`config.mk`:
```
export PLATFORM = sky130hd
export DESIGN_NAME = prot_supervisor
export DESIGN_NICKNAME = d
export VERILOG_FILES = /design/src/rtl/prot_pkg.sv /design/src/rtl/prot_persist.sv /design/src/rtl/prot_olp_count.sv /design/src/rtl/prot_sense_check.sv /design/src/rtl/prot_supervisor.sv
export SDC_FILE = /design/constraint.sdc
export NUM_CORES = 1
export LEC_CHECK = 0
export BUFFER_PORTS_ARGS = -buffer_cell sky130_fd_sc_hd__buf_2
export CAP_MARGIN = 30
export CORE_MARGIN = 5
export CORE_UTILIZATION = 35
export DETAILED_ROUTE_END_ITERATION = 16
export PLACE_DENSITY = 0.55
export SLEW_MARGIN = 15
export SYNTH_ARGS = -nofsm -noshare
export SYNTH_HDL_FRONTEND = slang
export SYNTH_SLANG_ARGS = --single-unit
```
`constraint.sdc`:
```
create_clock -name clk -period 2.6 [get_ports clk]
set_clock_uncertainty 0.1 [all_clocks]
set_input_delay 0.26 -clock clk [delete_from_list [all_inputs] [get_ports clk]]
set_output_delay 0.26 -clock clk [all_outputs]
set_load 0.02 [all_outputs]
```
`src/rtl/prot_pkg.sv`:
```
package prot_pkg;
  localparam int CODE_W = 3;

  typedef enum logic [CODE_W-1:0] {
    FC_NONE   = 3'd0,
    FC_OCP    = 3'd1,
    FC_VDDOV  = 3'd2,
    FC_OTP    = 3'd3,
    FC_SENSE  = 3'd4,
    FC_FBOV   = 3'd5,
    FC_OLOAD  = 3'd6,
    FC_SHORT  = 3'd7
  } fault_e;

  typedef enum logic [1:0] {
    ST_WAIT  = 2'd0,
    ST_RUN   = 2'd1,
    ST_HOLD  = 2'd2,
    ST_DRAIN = 2'd3
  } sup_state_e;
endpackage

```
`src/rtl/prot_persist.sv`:
```
// Counts steps while a condition stays high; trips once LIMIT steps are seen.
module prot_persist #(
  parameter int LIMIT = 4
) (
  input  logic clk,
  input  logic rst,
  input  logic en,
  input  logic cond,
  input  logic step,
  output logic trip
);
  localparam int CW = $clog2(LIMIT + 1);
  localparam logic [CW-1:0] LIM = CW'(LIMIT);

  logic [CW-1:0] cnt_q;

  always_ff @(posedge clk) begin
    if (rst || !en || !cond) cnt_q <= '0;
    else if (step && cnt_q != LIM) cnt_q <= cnt_q + 1'b1;
  end

  assign trip = en & cond & (cnt_q == LIM);
endmodule

```
`src/rtl/prot_olp_count.sv`:
```
// Counts consecutive zero-cross intervals that each held a current-limit event.
module prot_olp_count #(
  parameter int INTERVALS = 60
) (
  input  logic clk,
  input  logic rst,
  input  logic en,
  input  logic lim_evt,
  input  logic zc,
  output logic trip
);
  localparam int CW = $clog2(INTERVALS + 1);
  localparam logic [CW-1:0] LIM = CW'(INTERVALS);

  logic [CW-1:0] cnt_q;
  logic          seen_q;

  always_ff @(posedge clk) begin
    if (rst || !en) begin
      cnt_q  <= '0;
      seen_q <= 1'b0;
    end else if (zc) begin
      seen_q <= 1'b0;
      if (seen_q || lim_evt) begin
        if (cnt_q != LIM) cnt_q <= cnt_q + 1'b1;
      end else begin
        cnt_q <= '0;
      end
    end else if (lim_evt) begin
      seen_q <= 1'b1;
    end
  end

  assign trip = en & (cnt_q == LIM);
endmodule

```
`src/rtl/prot_sense_check.sv`:
```
// Judges the first gate pulse: current sense must exceed its minimum level.
module prot_sense_check (
  input  logic clk,
  input  logic rst,
  input  logic en,
  input  logic first_pulse,
  input  logic gate_on,
  input  logic gate_fall,
  input  logic cs_min,
  output logic trip
);
  logic seen_q;

  always_ff @(posedge clk) begin
    if (rst || !en) seen_q <= 1'b0;
    else if (first_pulse && gate_on && cs_min) seen_q <= 1'b1;
  end

  assign trip = en & first_pulse & gate_fall & ~seen_q;
endmodule

```
`src/rtl/prot_supervisor.sv`:
```
module prot_supervisor
  import prot_pkg::*;
#(
  parameter int SHORT_TICKS   = 35000,
  parameter int OVP_TICKS     = 10,
  parameter int FBOVP_CYCLES  = 4,
  parameter int OLP_ZC        = 60,
  parameter int RESTART_TICKS = 3000000
) (
  input  logic              clk,
  input  logic              rst,
  input  logic              tick_i,
  input  logic              fb_low_i,
  input  logic              fb_ovp_i,
  input  logic              cs_ocp_i,
  input  logic              cs_lim_i,
  input  logic              cs_min_i,
  input  logic              vdd_ovp_i,
  input  logic              otp_i,
  input  logic              zc_i,
  input  logic              gate_on_i,
  input  logic              first_pulse_i,
  input  logic              vdd_lo_i,
  input  logic              vdd_hi_i,
  input  logic              vdd_uvlo_i,
  input  logic              vdd_on_i,
  output logic              sw_off_o,
  output logic              bias_en_o,
  output logic [CODE_W-1:0] fault_code_o
);
  localparam int HOLD_W = $clog2(RESTART_TICKS + 1);
  localparam logic [HOLD_W-1:0] HOLD_LAST = HOLD_W'(RESTART_TICKS - 1);

  sup_state_e        state_q, state_d;
  fault_e            code_q, code_d, trip_code;
  logic [HOLD_W-1:0] hold_q, hold_d;
  logic              bias_q, bias_d;
  logic              off_q;
  logic              run_en;
  logic              gate_q, gate_rise, gate_fall;
  logic              t_vddov, t_fbov, t_short, t_oload, t_sense;

  assign run_en = (state_q == ST_RUN);

  always_ff @(posedge clk) begin
    if (rst) gate_q <= 1'b0;
    else     gate_q <= gate_on_i;
  end
  assign gate_rise = gate_on_i & ~gate_q;
  assign gate_fall = ~gate_on_i & gate_q;

  prot_persist #(.LIMIT(OVP_TICKS)) u_vddov (
    .clk(clk), .rst(rst), .en(run_en), .cond(vdd_ovp_i), .step(tick_i), .trip(t_vddov)
  );
  prot_persist #(.LIMIT(FBOVP_CYCLES)) u_fbov (
    .clk(clk), .rst(rst), .en(run_en), .cond(fb_ovp_i), .step(gate_rise), .trip(t_fbov)
  );
  prot_persist #(.LIMIT(SHORT_TICKS)) u_short (
    .clk(clk), .rst(rst), .en(run_en), .cond(fb_low_i), .step(tick_i), .trip(t_short)
  );
  prot_olp_count #(.INTERVALS(OLP_ZC)) u_oload (
    .clk(clk), .rst(rst), .en(run_en), .lim_evt(cs_lim_i), .zc(zc_i), .trip(t_oload)
  );
  prot_sense_check u_sense (
    .clk(clk), .rst(rst), .en(run_en), .first_pulse(first_pulse_i),
    .gate_on(gate_on_i), .gate_fall(gate_fall), .cs_min(cs_min_i), .trip(t_sense)
  );

  // Lowest code wins when several sources qualify together.
  always_comb begin
    if      (run_en && cs_ocp_i) trip_code = FC_OCP;
    else if (t_vddov)            trip_code = FC_VDDOV;
    else if (run_en && otp_i)    trip_code = FC_OTP;
    else if (t_sense)            trip_code = FC_SENSE;
    else if (t_fbov)             trip_code = FC_FBOV;
    else if (t_oload)            trip_code = FC_OLOAD;
    else if (t_short)            trip_code = FC_SHORT;
    else                         trip_code = FC_NONE;
  end

  always_comb begin
    state_d = state_q;
    code_d  = code_q;
    hold_d  = hold_q;
    bias_d  = bias_q;
    case (state_q)
      ST_WAIT: begin
        bias_d = 1'b1;
        if (vdd_on_i) begin
          state_d = ST_RUN;
          bias_d  = 1'b0;
        end
      end
      ST_RUN: begin
        bias_d = 1'b0;
        if (trip_code != FC_NONE) begin
          state_d = ST_HOLD;
          code_d  = trip_code;
          hold_d  = '0;
        end
      end
      ST_HOLD: begin
        if (vdd_lo_i)      bias_d = 1'b1;
        else if (vdd_hi_i) bias_d = 1'b0;
        if (tick_i) begin
          if (hold_q == HOLD_LAST) begin
            state_d = ST_DRAIN;
            bias_d  = 1'b0;
          end else begin
            hold_d = hold_q + 1'b1;
          end
        end
      end
      ST_DRAIN: begin
        bias_d = 1'b0;
        if (vdd_uvlo_i) begin
          state_d = ST_WAIT;
          code_d  = FC_NONE;
          bias_d  = 1'b1;
        end
      end
      default: state_d = ST_WAIT;
    endcase
  end

  always_ff @(posedge clk) begin
    if (rst) begin
      state_q <= ST_WAIT;
      code_q  <= FC_NONE;
      hold_q  <= '0;
      bias_q  <= 1'b1;
      off_q   <= 1'b1;
    end else begin
      state_q <= state_d;
      code_q  <= code_d;
      hold_q  <= hold_d;
      bias_q  <= bias_d;
      off_q   <= (state_d != ST_RUN);
    end
  end

  assign sw_off_o     = off_q;
  assign bias_en_o    = bias_q;
  assign fault_code_o = code_q;
endmodule

```
Yosys cells after proc, flatten, opt, wreduce, memory -nomap -nowiden
Index checks and enable logic that the tools add are counted.
{ "classes": {"n_bitwise": 15, "muxes": 29, "add_sub_neg": 5, "eq_ne": 18, "reduce_logical": 24} }
{ "ops": {"columns": ["cell", "count"], "rows": [
  ["$mux 22", 3],
  ["$pmux 22 s2", 1],
  ["$mux 3", 9],
  ["$add 22x1->22 const B", 1],
  ["$eq 22x22->1 const B", 1],
  ["$add 16x1->16 const B", 1],
  ["$eq 16x16->1 const B", 1],
  ["$ne 16x16->1 const B", 1],
  ["$and 1x1->1", 12],
  ["$mux 6", 2],
  ["$mux 2", 5],
  ["$ne 2x2->1 const B", 4],
  ["$pmux 2 s4", 1],
  ["$logic_and 1x1->1", 7],
  ["$add 6x1->6 const B", 1],
  ["$eq 6x6->1 const B", 1],
  ["$mux 1", 6],
  ["$ne 6x6->1 const B", 1],
  ["$pmux 3 s2", 1],
  ["$logic_or 1x1->1", 5],
  ["$add 4x1->4 const B", 1],
  ["$eq 2x2->1 const B", 2],
  ["$eq 4x4->1 const B", 1],
  ["$logic_not 1->1", 4],
  ["other kinds (15)", 19]
]} }
{ "word_totals": {"inputBits": 17, "register_bits": 61, "output_inout_bits": 5, "word_cells": 103} }

Logic depth before layout (Yosys ltp)
Gate-level depths: netlist (run 1).
{ "logic_depth": {"ltp_word": 14, "ltp_mapped": 11} }

Modules after synthesis
A second synthesis (run 1) with hierarchy kept.
{ "hier_totals": {"hier_cells": 376, "area_unflattened_um2": 3300.7} }
{ "by_module_without_submodules": {"columns": ["module", "instances", "cells_per_inst", "area_per_inst_um2", "seq_area_each_um2"], "rows": [
  ["prot_supervisor", 1, 189, 1557.7, 600.6],
  ["prot_persist (u_short)", 1, 93, 868.3, 320.3],
  ["prot_olp_count", 1, 46, 402.9, 140.1],
  ["prot_persist (u_vddov)", 1, 24, 221.5, 80.1],
  ["prot_persist (u_fbov)", 1, 20, 200.2, 60.1],
  ["prot_sense_check", 1, 4, 50.0, 20.0]
]} }

Worst setup path after synthesis (run 1)
Ideal clock, no wire load.
{ "synth_path": {"kind": "reg2reg", "start": "register u_short.cnt_q[6]", "end": "register hold_q[15]", "required_time_ns": 2.430, "n_path_buf": 0, "synth_period_minus_slack_ns": 2.428, "t_arrival_ns": 2.258, "slack_ns": 0.172, "path_stages_with_launch": 7, "path_cell_list": "dfxtp_1 > or4b_1 > or4_4 > nand3_4 > a21oi_4 > or4_1 > a21oi_1"} }
{ "synth_between": {"elab_chain_cells": 12} }
{ "synth_rtl": {"columns": ["item", "line", "source"], "rows": [
  ["start: declaration", "prot_persist.sv:15", "logic [CW-1:0] cnt_q;"],
  ["start signal: assignment", "prot_persist.sv:19", "else if (step && cnt_q != LIM) cnt_q <= cnt_q + 1'b1;"],
  ["$eq 16x16->1", "prot_persist.sv:22", "assign trip = en & cond & (cnt_q == LIM);"],
  ["$and 1x1->1", "prot_persist.sv:22", null],
  ["$mux 3", "prot_supervisor.sv:77", "else if (t_short) trip_code = FC_SHORT;"],
  ["$mux 3", "prot_supervisor.sv:76", "else if (t_oload) trip_code = FC_OLOAD;"],
  ["$mux 3", "prot_supervisor.sv:75", "else if (t_fbov) trip_code = FC_FBOV;"],
  ["$mux 3", "prot_supervisor.sv:74", "else if (t_sense) trip_code = FC_SENSE;"],
  ["$mux 3", "prot_supervisor.sv:73", "else if (run_en && otp_i) trip_code = FC_OTP;"],
  ["$mux 3", "prot_supervisor.sv:72", "else if (t_vddov) trip_code = FC_VDDOV;"],
  ["$mux 3", "prot_supervisor.sv:71", "if (run_en && cs_ocp_i) trip_code = FC_OCP;"],
  ["$reduce_bool 3->1", "prot_supervisor.sv:96", "if (trip_code != FC_NONE) begin"],
  ["$ne 2x1->1 (no line)", null, null],
  ["$reduce_and 4->1 (no line)", null, null],
  ["end signal: assignment", "prot_supervisor.sv:136", "hold_q <= hold_d;"],
  ["end: declaration", "prot_supervisor.sv:36", "logic [HOLD_W-1:0] hold_q, hold_d;"]
]} }
Every way passes these cells.
A chain may end at the register's enable or synchronous reset.

Worst setup path in the final report (run 1)
{ "layout_path": {"start": "register u_short.cnt_q[12]", "end": "register hold_q[8]"} }
Same word-level chain as after synthesis.

==> implementation parameters, run 1 <==
Parameter                              Value

GRT
  Maximum number of pins on one net before global-route repair    17
  Vias in the first global route    ~2600
  Global-route wire length before repair    around 11000 um
  Total routing resource utilization after global routing    13.7%
  Remaining global-route overflow    0
  Antenna violations before repair    0

Final layout
  Ratio of cells with drive above 1 in the final layout    approximately 15%
  Post-layout net count    about 420
  # diodes    0
  Fillcell total    890
  Area Growth Syn to Fin    17.4%

Logic synthesis
  Multiplexer share of the synthesized area    less than 1%
  Count of flip-flops with a built-in enable after synthesis    0
  Synthesized Nets    between 300 and 400
  Post-synthesis cell type with the largest combined area    sky130_fd_sc_hd__dfxtp_1
  Fraction of the mapped netlist area in compound gates    between 10% and 20%
  Area share of xor/xnor cells in the synthesized design    6.65%
  Portion of synthesized cell area occupied by the leading cell type    a little over 40%
  Average size of a mapped cell    a little over 8 um^2
  Main area contributors after synthesis    sky130_fd_sc_hd__dfxtp_1 (40%), sky130_fd_sc_hd__nor2_1 (5.1%), sky130_fd_sc_hd__nand2_1 (4.8%)
  Commonest register cell after synthesis    sky130_fd_sc_hd__dfxtp_1
  Async S/R FF share, synth    0%
  Yosys cell types    51
  Synth top cells by count    sky130_fd_sc_hd__dfxtp_1 (61), sky130_fd_sc_hd__nor2_1 (41), sky130_fd_sc_hd__nand2_1 (39), sky130_fd_sc_hd__a21oi_1 (27), sky130_fd_sc_hd__nand3_1 (20)
  Post-synthesis register bit count    slightly above 60
  Syn Inst Count    about 370
  Simple-gate share of the synthesized area    a little under a third
  Top-count cell post-synth    sky130_fd_sc_hd__dfxtp_1
  Fraction of the yosys area taken by sequential cells    40.3%
  Mapped cell area    around 3000 um^2
  Yosys warning total    0
  Combinational family with the most area after synthesis    simple AND/OR/NAND/NOR gates
  Share of synthesized cell area in full adder, half adder and majority cells    under 10%

Setup path
  Worst path slowest cell    sky130_fd_sc_hd__or4_4
  WP data required    between 2000 and 3000 ps
  Kind of start point of the critical path    flop
  Gate family responsible for the most delay along the worst path    simple AND/OR/NAND/NOR gates
  Largest fanout of any net on the critical path    14
  Slack of the worst reg-to-reg path    between 70 and 80 ps
  Crit path arrival time    ~2700 ps
  Critical path capture point type    flop
  Setup CP Type    flop to flop
  Depth of the worst register-to-register path    7
  Total number of cells along the worst setup path    7
  Sequence of cells on the critical path    or4bb_1 > or4_4 > nand3_4 > a21oi_4 > buf_6 > or3_1 > a21oi_1
  Buffers plus inverters on the worst setup path    1
  Delay of the slowest cell on the worst path    580 ps

Timing
  Max-slew violation total from the final report    0
  Remaining max-slew budget at the tightest pin    61.0%
  Final min period    2530 ps
  Worst hold slack across all endpoints    64.0 ps
  Hold Vio Cnt, Final    0
  Maximum operating frequency    between 0.3 and 0.4 GHz
  Worst-margin pin slew    583 ps
  Setup Viol. Count Final    0
  Final period util    97.2%

Clock network
  CTS Sinks    around 60
  CTS Buf Count    9
  Number of buffers on the longest clock path    2
  Count of buffers added by post-CTS timing repair for setup    0
  Clock insertion delay at the later pin of the skew report    around 340 ps
  TritonCTS clock tree    done
  Buffer type at the clock tree root    sky130_fd_sc_hd__clkbuf_8
  Clock transition at the registers of the reported paths    around 70 ps
  Number of H-tree branching levels    3

Floorplanning
  Die span in x    ~100 um
  Boundary pin count    22
  Die outline area    10600 um^2
  Effective utilization at floorplan    around a third
  Die H    103 um
  Site Rows    34
  Floorplan core area    8590 um^2

Status
  Status    completed

Power
  Leakage    1.26 nW
  Worst voltage drop across the vdd grid    approximately 0.00024 V
  Pwr Density    between 500 and 600 nW/um^2
  Total power consumption of the routed design    roughly 2.1 mW

Min path
  Worst hold path type    input pin to flop
  Number of cells on the worst hold path    3

Placed design
  Global placer's final weighted congestion    just under 0.8
  Port-buffer cells    21
  Placed wire-length estimate after detailed placement    4850 um

Route
  Number of nets still failing antenna checks after routing    0
  Detailed-route DRC error count    0
  First-pass DRT Iterations    4
  Total length of routed wires    between 6000 and 7000 um
  Number of violations reported at the end of detailed-routing iteration 0    100
  Routed via count divided by cell count    5.23
  Wire length per cell after detailed routing    roughly 13 um
  Via count    between 2000 and 3000

Flow run
  Max-cap violation count    0
## worst register-to-register path, stage by stage (launching register included)
cell                      delay, ps
sky130_fd_sc_hd__dfxtp_1        340
sky130_fd_sc_hd__or4bb_1        500
sky130_fd_sc_hd__or4_4          580
sky130_fd_sc_hd__nand3_4        140
sky130_fd_sc_hd__a21oi_4        110
sky130_fd_sc_hd__buf_6          190
sky130_fd_sc_hd__or3_1          350
sky130_fd_sc_hd__a21oi_1        150
## report_power, final
group / internal (mW) / switching, mW / total [mW]
clock: 0.555 / 0.372 / 0.927
sequential: 0.948 / 0.0127 / 0.960
combinational: 0.0652 / 0.107 / 0.172
## flip-flops by register name (all words and copies together), names as in the netlist
register,count
hold_q,22
u_vddov.cnt_q,4
u_oload.seen_q,1
state_q,2
fault_code_o,3
u_oload.cnt_q,6
u_short.cnt_q,16
gate_q,1
sw_off_o,1
bias_en_o,1
u_fbov.cnt_q,3
u_sense.seen_q,1
## cell type report
cell class | count | area (um^2) | share of cell area (%)
clock buffer | 10 | 138 | 3.87
clock inverter | 5 | 75.1 | 2.11
inverter | 12 | 45.0 | 1.27
multi-input combinational | 281 | 1740 | 48.9
sequential | 61 | 1220 | 34.4
tap | 108 | 135 | 3.80
timing repair buffer | 33 | 203 | 5.70
## what timing repair did
| item | 4_1_cts | 5_1_grt |
|---|---|---|
| setup endpoints to repair | 0 | 14 |
| resized for setup | 0 | 8 |
| hold buffers | 0 | 0 |
## cell families after synthesis
group,count (synthesis)
adders and majority gates,9
DFF,61
and+or+nand+nor,178
buffers and inverters,24
muxes,1
AOI/OAI and AO/OA,69
xor gates and xnor gates,23
## routing by layer
layer | up-vias | part of all wire [%] | GRT usage, % | wire, um
li1 | 1378 | - | - | -
met1 | 1251 | 47 | 16.4 | 3230
met2 | 31 | 47 | 22.9 | 3220
met3 | 8 | 4.5 | 4.80 | 310
met4 | 0 | 1.2 | 4.88 | 81
met5 | - | 0 | 0 | 0
## layout by cell type (no fill, tap or decap), types with 4 or more instances in the layout
master | netlist | routed
sky130_fd_sc_hd__or4_1 | 6 | 6
sky130_fd_sc_hd__nand4_1 | 9 | 9
sky130_fd_sc_hd__and4_1 | 4 | 4
sky130_fd_sc_hd__nor2_1 | 41 | 41
sky130_fd_sc_hd__or3_1 | 11 | 11
sky130_fd_sc_hd__xnor2_1 | 8 | 8
sky130_fd_sc_hd__and3_1 | 12 | 12
sky130_fd_sc_hd__nand2_1 | 39 | 39
sky130_fd_sc_hd__nor2b_1 | 7 | 7
sky130_fd_sc_hd__a21oi_1 | 27 | 25
sky130_fd_sc_hd__xor2_1 | 15 | 15
sky130_fd_sc_hd__buf_2 | 2 | 21
sky130_fd_sc_hd__a21oi_2 | 1 | 4
sky130_fd_sc_hd__o21ai_1 | 10 | 10
sky130_fd_sc_hd__a31oi_1 | 4 | 4
sky130_fd_sc_hd__nand3_1 | 20 | 20
sky130_fd_sc_hd__nor3_1 | 4 | 4
sky130_fd_sc_hd__ha_1 | 9 | 9
sky130_fd_sc_hd__o31ai_1 | 6 | 6
sky130_fd_sc_hd__clkbuf_8 | 0 | 10
sky130_fd_sc_hd__dfxtp_1 | 61 | 60
sky130_fd_sc_hd__o21bai_1 | 4 | 4
sky130_fd_sc_hd__o21ai_0 | 4 | 4
sky130_fd_sc_hd__inv_1 | 11 | 11
sky130_fd_sc_hd__buf_4 | 0 | 10
## metrics by stage
step / instance area [um^2] / cells / utilization [%] / worst slack (ps) / TNS [ps]
CTS: 3520 / 509 / 40.9 / 28.8 / 0
global placement: 3310 / 494 / 38.5 / 99.8 / 0
detailed placement: 3310 / 494 / 38.5 / 52.5 / 0
floorplan: 3030 / 365 / - / 172 / 0
finish: 3560 / 510 / 41.4 / 72.8 / 0
global route: 3560 / 510 / 41.4 / -34.2 / -37.0
## final timing paths
path	end	from
setup / recovery	hold_q[8]$_SDFFE_PP0P_	u_short.cnt_q[12]$_SDFFE_PP0P_
hold / removal	u_sense.seen_q$_SDFFE_PP0P_	cs_min_i
setup reg to reg	hold_q[8]$_SDFFE_PP0P_	u_short.cnt_q[12]$_SDFFE_PP0P_
hold reg to reg	fault_code_o[0]$_SDFFE_PP0P_	fault_code_o[0]$_SDFFE_PP0P_
(Power assumes the default switching activity.)
==> run 2, diff against run 1 <==
--- a/config.mk
+++ b/config.mk
@@ -7,6 +7,7 @@
 export LEC_CHECK = 0
 export BUFFER_PORTS_ARGS = -buffer_cell sky130_fd_sc_hd__buf_2
 export CAP_MARGIN = 30
+export CORE_ASPECT_RATIO = 0.8
 export CORE_MARGIN = 5
 export CORE_UTILIZATION = 35
 export DETAILED_ROUTE_END_ITERATION = 16
==> implementation parameters, run 2 (synthesis gave the netlist of run 1 again) <==
Parameter                              Value

Final layout
  Registers with the most flip-flops    hold_q: 22 flops, u_short.cnt_q: 16 flops, u_oload.cnt_q: 6 flops
  Leading cell type in the layout, fill and taps excluded    sky130_fd_sc_hd__dfxtp_1
  Non-filler instance count after layout    between 500 and 600
  Ratio of cells with drive above 1 in the final layout    18.9%
  Area Growth Syn to Fin    21.9%
  Post-layout net count    approximately 440
  Post-layout instance area    3690 um^2
  Biggest register    hold_q
  # diodes    0
  Highest-count cells in the layout ignoring fill and taps    sky130_fd_sc_hd__dfxtp_1 (59), sky130_fd_sc_hd__nor2_1 (41), sky130_fd_sc_hd__nand2_1 (39)
  Max FFs per register    22

GRT
  Maximum number of pins on one net before global-route repair    36
  Antenna violations before repair    0
  GRT busiest layer    met1
  Total routing resource utilization after global routing    about 14%
  Met1 usage    between 20% and 30%
  Remaining global-route overflow    0
  Met3 global-route usage    under 10%
  Vias in the first global route    between 2000 and 3000
  Met2 Usage GRT    roughly 20%
  Global-route wire length before repair    about 12000 um

Floorplanning
  Effective utilization at floorplan    between 30% and 40%
  Die outline area    between 10000 and 15000 um^2
  Floorplan core area    around 8500 um^2
  Die span in x    ~110 um
  Die H    about 93 um
  Boundary pin count    22
  Site Rows    30

Min path
  Worst hold path type    input pin to flop
  Launch point of the worst hold path    zc_i

Clock network
  CTS Sinks    61
  CTS Buf Count    9
  TritonCTS clock tree    done
  Buffer type at the clock tree root    sky130_fd_sc_hd__clkbuf_8
  Number of H-tree branching levels    3
  Clock transition at the registers of the reported paths    70 ps
  Clock insertion delay at the later pin of the skew report    around 340 ps
  Number of buffers on the longest clock path    2

Timing
  Setup Viol. Count Final    0
  Worst-margin pin slew    around 550 ps
  Total negative setup slack    0 ps
  Max-slew violation total from the final report    0
  Maximum operating frequency    0.390 GHz
  Final setup slack of the worst path    about 33 ps
  Hold Vio Cnt, Final    0
  Final min period    2570 ps
  Final period util    98.7%
  Remaining max-slew budget at the tightest pin    63.0%
  Unrepaired setup endpoints after global routing    yes

Power
  Switching share of total power    25.7%
  Clk pwr share    38.0%
  Portion of total power attributed to combinational logic    11.5%
  Pwr Density    around 500 nW/um^2
  Total power consumption of the routed design    about 1.9 mW
  Cell-internal power    about 1.4 mW
  Psw    approximately 500 uW
  Leakage    1.34 nW
  Worst voltage drop across the vdd grid    about 0.00027 V
  Sequential group share of total power    between 50% and 60%

Setup path
  Crit path arrival time    2740 ps
  Kind of start point of the critical path    flop
  Setup CP Type    flop to flop
  First element of the critical path    u_short.cnt_q[8]$_SDFFE_PP0P_
  Largest fanout of any net on the critical path    5
  Critical path capture point type    flop
  RR Startpoint    u_short.cnt_q[8]$_SDFFE_PP0P_
  WP data required    2780 ps

Route
  Detailed-route DRC error count    0
  Routed via count divided by cell count    around 5
  Total length of routed wires    7510 um
  Via count    2718
  First-pass DRT Iterations    4
  Wire length per cell after detailed routing    between 10 and 15 um
  Number of nets still failing antenna checks after routing    0
  Number of violations reported at the end of detailed-routing iteration 0    around 140

Placed design
  Area post-placement    around 3400 um^2
  Post-Place Cells    509
  Global placer's final weighted congestion    ~0.8
  DP Worst Slack    around 12 ps
  Placed wire-length estimate after detailed placement    5360 um
  Port-buffer cells    21

Status
  Status    completed

Flow run
  Max-cap violation count    0
run 2: power groups by stage:
stage	logic [mW]	registers (mW)	clock network [mW]
after floorplan	0.0992	0.984	0
after global placement	0.172	0.981	0
after detailed placement	0.174	0.981	0
after CTS	0.174	0.959	0.745
after global routing	0.237	0.961	0.781
final	0.219	0.960	0.723
run 2: timing repair:
item                                    in CTS  in global routing
buffers inserted                             0                  2
gates cloned                                 0                  3
resized for setup                            0                 12
endpoints found under the hold margin        0                  0
pin swaps                                    1                  8
hold buffers                                 0                  0
endpoints found under the setup margin       1                  8
run 2: through the flow:
stage	hold slack, ps	util [%]
after floorplan	239	-
after global placement	334	40.1
after detailed placement	342	40.1
after CTS	52.2	42.0
after global routing	68.3	43.6
final	78.2	43.6
run 2: final cells by class:
class | count | area [um^2]
tap | 112 | 140
clock buffer | 13 | 149
clock inverter | 2 | 10.0
multi-input combinational | 280 | 1750
timing repair buffer | 49 | 380
sequential | 61 | 1220
fill | 862 | 4790
inverter | 12 | 45.0
run 2: final timing paths:
kind / endpoint / slack [ps] / depth (start not counted)
setup / recovery: hold_q[15]$_SDFFE_PP0P_ / 30 / 7
hold / removal: u_oload.seen_q$_SDFFE_PP0P_ / 80 / 2
setup reg to reg: hold_q[15]$_SDFFE_PP0P_ / 30 / 7
hold reg to reg: fault_code_o[0]$_SDFFE_PP0P_ / 350 / 2
run 2: worst max-delay path: stages, from the launching register on:
cell	delay (ps)
sky130_fd_sc_hd__dfxtp_1	310
sky130_fd_sc_hd__or4b_4	530
sky130_fd_sc_hd__or4_4	570
sky130_fd_sc_hd__nand3_4	110
sky130_fd_sc_hd__a21oi_4	100
sky130_fd_sc_hd__buf_12	160
sky130_fd_sc_hd__or4_4	510
sky130_fd_sc_hd__a21oi_2	130
run 2: routing by layer:
layer  wire length (um)  vias to the layer above
met1               4080                     1280
li1                   -                     1399
met4                 57                        0
met2               3140                       35
met5                  0                        -
met3                228                        4
==> run 3, diff against run 2 <==
--- a/config.mk
+++ b/config.mk
@@ -8,10 +8,10 @@
 export BUFFER_PORTS_ARGS = -buffer_cell sky130_fd_sc_hd__buf_2
 export CAP_MARGIN = 30
 export CORE_ASPECT_RATIO = 0.8
-export CORE_MARGIN = 5
-export CORE_UTILIZATION = 35
+export CORE_MARGIN = 2
+export CORE_UTILIZATION = 40
 export DETAILED_ROUTE_END_ITERATION = 16
-export PLACE_DENSITY = 0.55
+export PLACE_DENSITY = 0.61
 export SLEW_MARGIN = 15
 export SYNTH_ARGS = -nofsm -noshare
 export SYNTH_HDL_FRONTEND = slang
==> implementation parameters, run 3 (synthesis gave the netlist of run 1 again) <==
Parameter                              Value

Status
  Status    completed

Floorplanning
  Die span in x    101 um
  Site Rows    28
  Die outline area    8290 um^2
  Effective utilization at floorplan    around two fifths
  Die H    approximately 82 um
  Boundary pin count    22
  Floorplan core area    around 7400 um^2

Final layout
  Area Growth Syn to Fin    17.4%
  Biggest register    hold_q
  Leading cell type in the layout, fill and taps excluded    sky130_fd_sc_hd__dfxtp_1
  Non-filler instance count after layout    501
  # diodes    0
  Max FFs per register    22
  Registers with the most flip-flops    hold_q: 22 flops, u_short.cnt_q: 16 flops, u_oload.cnt_q: 6 flops
  Ratio of cells with drive above 1 in the final layout    between 10% and 20%
  Highest-count cells in the layout ignoring fill and taps    sky130_fd_sc_hd__dfxtp_1 (61), sky130_fd_sc_hd__nor2_1 (41), sky130_fd_sc_hd__nand2_1 (39)
  Post-layout net count    432
  Final core area utilization    between 40 and 50%

Min path
  Worst hold path type    input pin to flop
  Number of cells on the worst hold path    3

Power
  Pwr Density    around 520 nW/um^2
  Worst voltage drop across the vdd grid    0.000269 V
  Total power consumption of the routed design    between 1.5 and 2 mW
  Leakage    ~1.3 nW

Setup path
  Slack of the worst reg-to-reg path    ~130 ps
  Setup CP Type    flop to flop
  Largest fanout of any net on the critical path    8
  RR Startpoint    u_short.cnt_q[12]$_SDFFE_PP0P_
  End point of the critical path    hold_q[19]$_SDFFE_PP0P_
  First element of the critical path    u_short.cnt_q[12]$_SDFFE_PP0P_
  Crit path arrival time    2650 ps
  Destination of the worst register-to-register timing path    hold_q[19]$_SDFFE_PP0P_
  WP data required    ~2800 ps
  Depth of the worst register-to-register path    6
  Kind of start point of the critical path    flop
  Critical path capture point type    flop

Clock network
  Buffer type at the clock tree root    sky130_fd_sc_hd__clkbuf_8
  Clock transition at the registers of the reported paths    approximately 70 ps
  TritonCTS clock tree    done
  CTS Sinks    61
  Clock insertion delay at the later pin of the skew report    340 ps
  Number of buffers on the longest clock path    2
  CTS Buf Count    9
  Number of H-tree branching levels    3

Timing
  Hold Vio Cnt, Final    0
  Total negative setup slack    0 ps
  Worst-margin pin slew    around 540 ps
  Maximum operating frequency    0.405 GHz
  Max-slew violation total from the final report    0
  Worst hold slack across all endpoints    just over 70 ps
  Final period util    roughly 95%
  Final min period    ~2500 ps
  Setup Viol. Count Final    0
  Remaining max-slew budget at the tightest pin    approximately 64%

Route
  Total length of routed wires    7170 um
  Number of nets still failing antenna checks after routing    0
  Wire length per cell after detailed routing    14.3 um
  Routed via count divided by cell count    about 5.4
  Detailed-route DRC error count    0
  Via count    roughly 2700
  First-pass DRT Iterations    4
  Number of violations reported at the end of detailed-routing iteration 0    around 120

GRT
  Total routing resource utilization after global routing    about a fifth
  Vias in the first global route    between 2000 and 3000
  Antenna violations before repair    0
  Maximum number of pins on one net before global-route repair    19
  Remaining global-route overflow    0
  Global-route wire length before repair    approximately 12000 um

Placed design
  Port-buffer cells    21
  Placed wire-length estimate after detailed placement    5090 um
  Global placer's final weighted congestion    between 0.7 and 0.8
  Post-Place Cells    approximately 480

Flow run
  Max-cap violation count    0
-- run 3: power by group --
part	switching (mW)	total [mW]	internal, mW
combinational	0.114	0.191	0.0761
sequential	0.0120	0.960	0.948
clock	0.362	0.701	0.339
-- run 3: worst max-delay path, stage by stage (launching register included) --
cell and delay, ps:
sky130_fd_sc_hd__dfxtp_1 340, sky130_fd_sc_hd__or4bb_1 470, sky130_fd_sc_hd__or4_4 570, sky130_fd_sc_hd__nand3_4 140, sky130_fd_sc_hd__a21oi_4 100, sky130_fd_sc_hd__or4_1 530
sky130_fd_sc_hd__a21oi_1 150
-- run 3: how the worst min path moves through the flow --
stage                                 startpoint                      endpoint  slack [ps]
floorplan                                   zc_i   u_oload.seen_q$_SDFFE_PP0P_         240
global placement    fault_code_o[0]$_SDFFE_PP0P_  fault_code_o[0]$_SDFFE_PP0P_         340
detailed placement  fault_code_o[0]$_SDFFE_PP0P_  fault_code_o[0]$_SDFFE_PP0P_         350
CTS                                     cs_min_i   u_sense.seen_q$_SDFFE_PP0P_          60
global route                                zc_i   u_oload.seen_q$_SDFFE_PP0P_         100
finish                                  cs_min_i   u_sense.seen_q$_SDFFE_PP0P_          70
-- run 3: what timing repair did --
item / in CTS / in global routing
hold buffers: 0 / 0
endpoints found under the setup margin: 4 / 19
pin swaps: 1 / 4
cloned: 1 / 1
setup buffers: 0 / 4
gates resized for setup: 0 / 3
-- run 3: layout make-up --
cell class                      instances  area [um^2]
Fill cell                             742         3800
Clock buffer                           11          131
Multi-Input combinational cell        282         1750
Timing Repair Buffer                   40          273
Sequential cell                        61         1220
Inverter                               12         45.0
Clock inverter                          5         27.5
Tap cell                               90          113
-- run 3: per-stage QoR --
| stage | setup WS [ps] | area (um^2) |
|---|---|---|
| detailed placement | -4.23 | 3310 |
| floorplan | 172 | 3030 |
| CTS | 4.15 | 3470 |
| finish | 132 | 3560 |
| global placement | 33.1 | 3310 |
| global route | -3.53 | 3560 |
-- run 3: routing by layer --
metal	wire length, um	GRT usage, %	share of wire [%]	up-vias
li1	-	-	-	1394
met1	3500	23.8	49	1270
met2	3260	30.2	46	41
met3	283	6.21	3.9	11
met4	117	6.22	1.6	0
met5	0	0	0	-
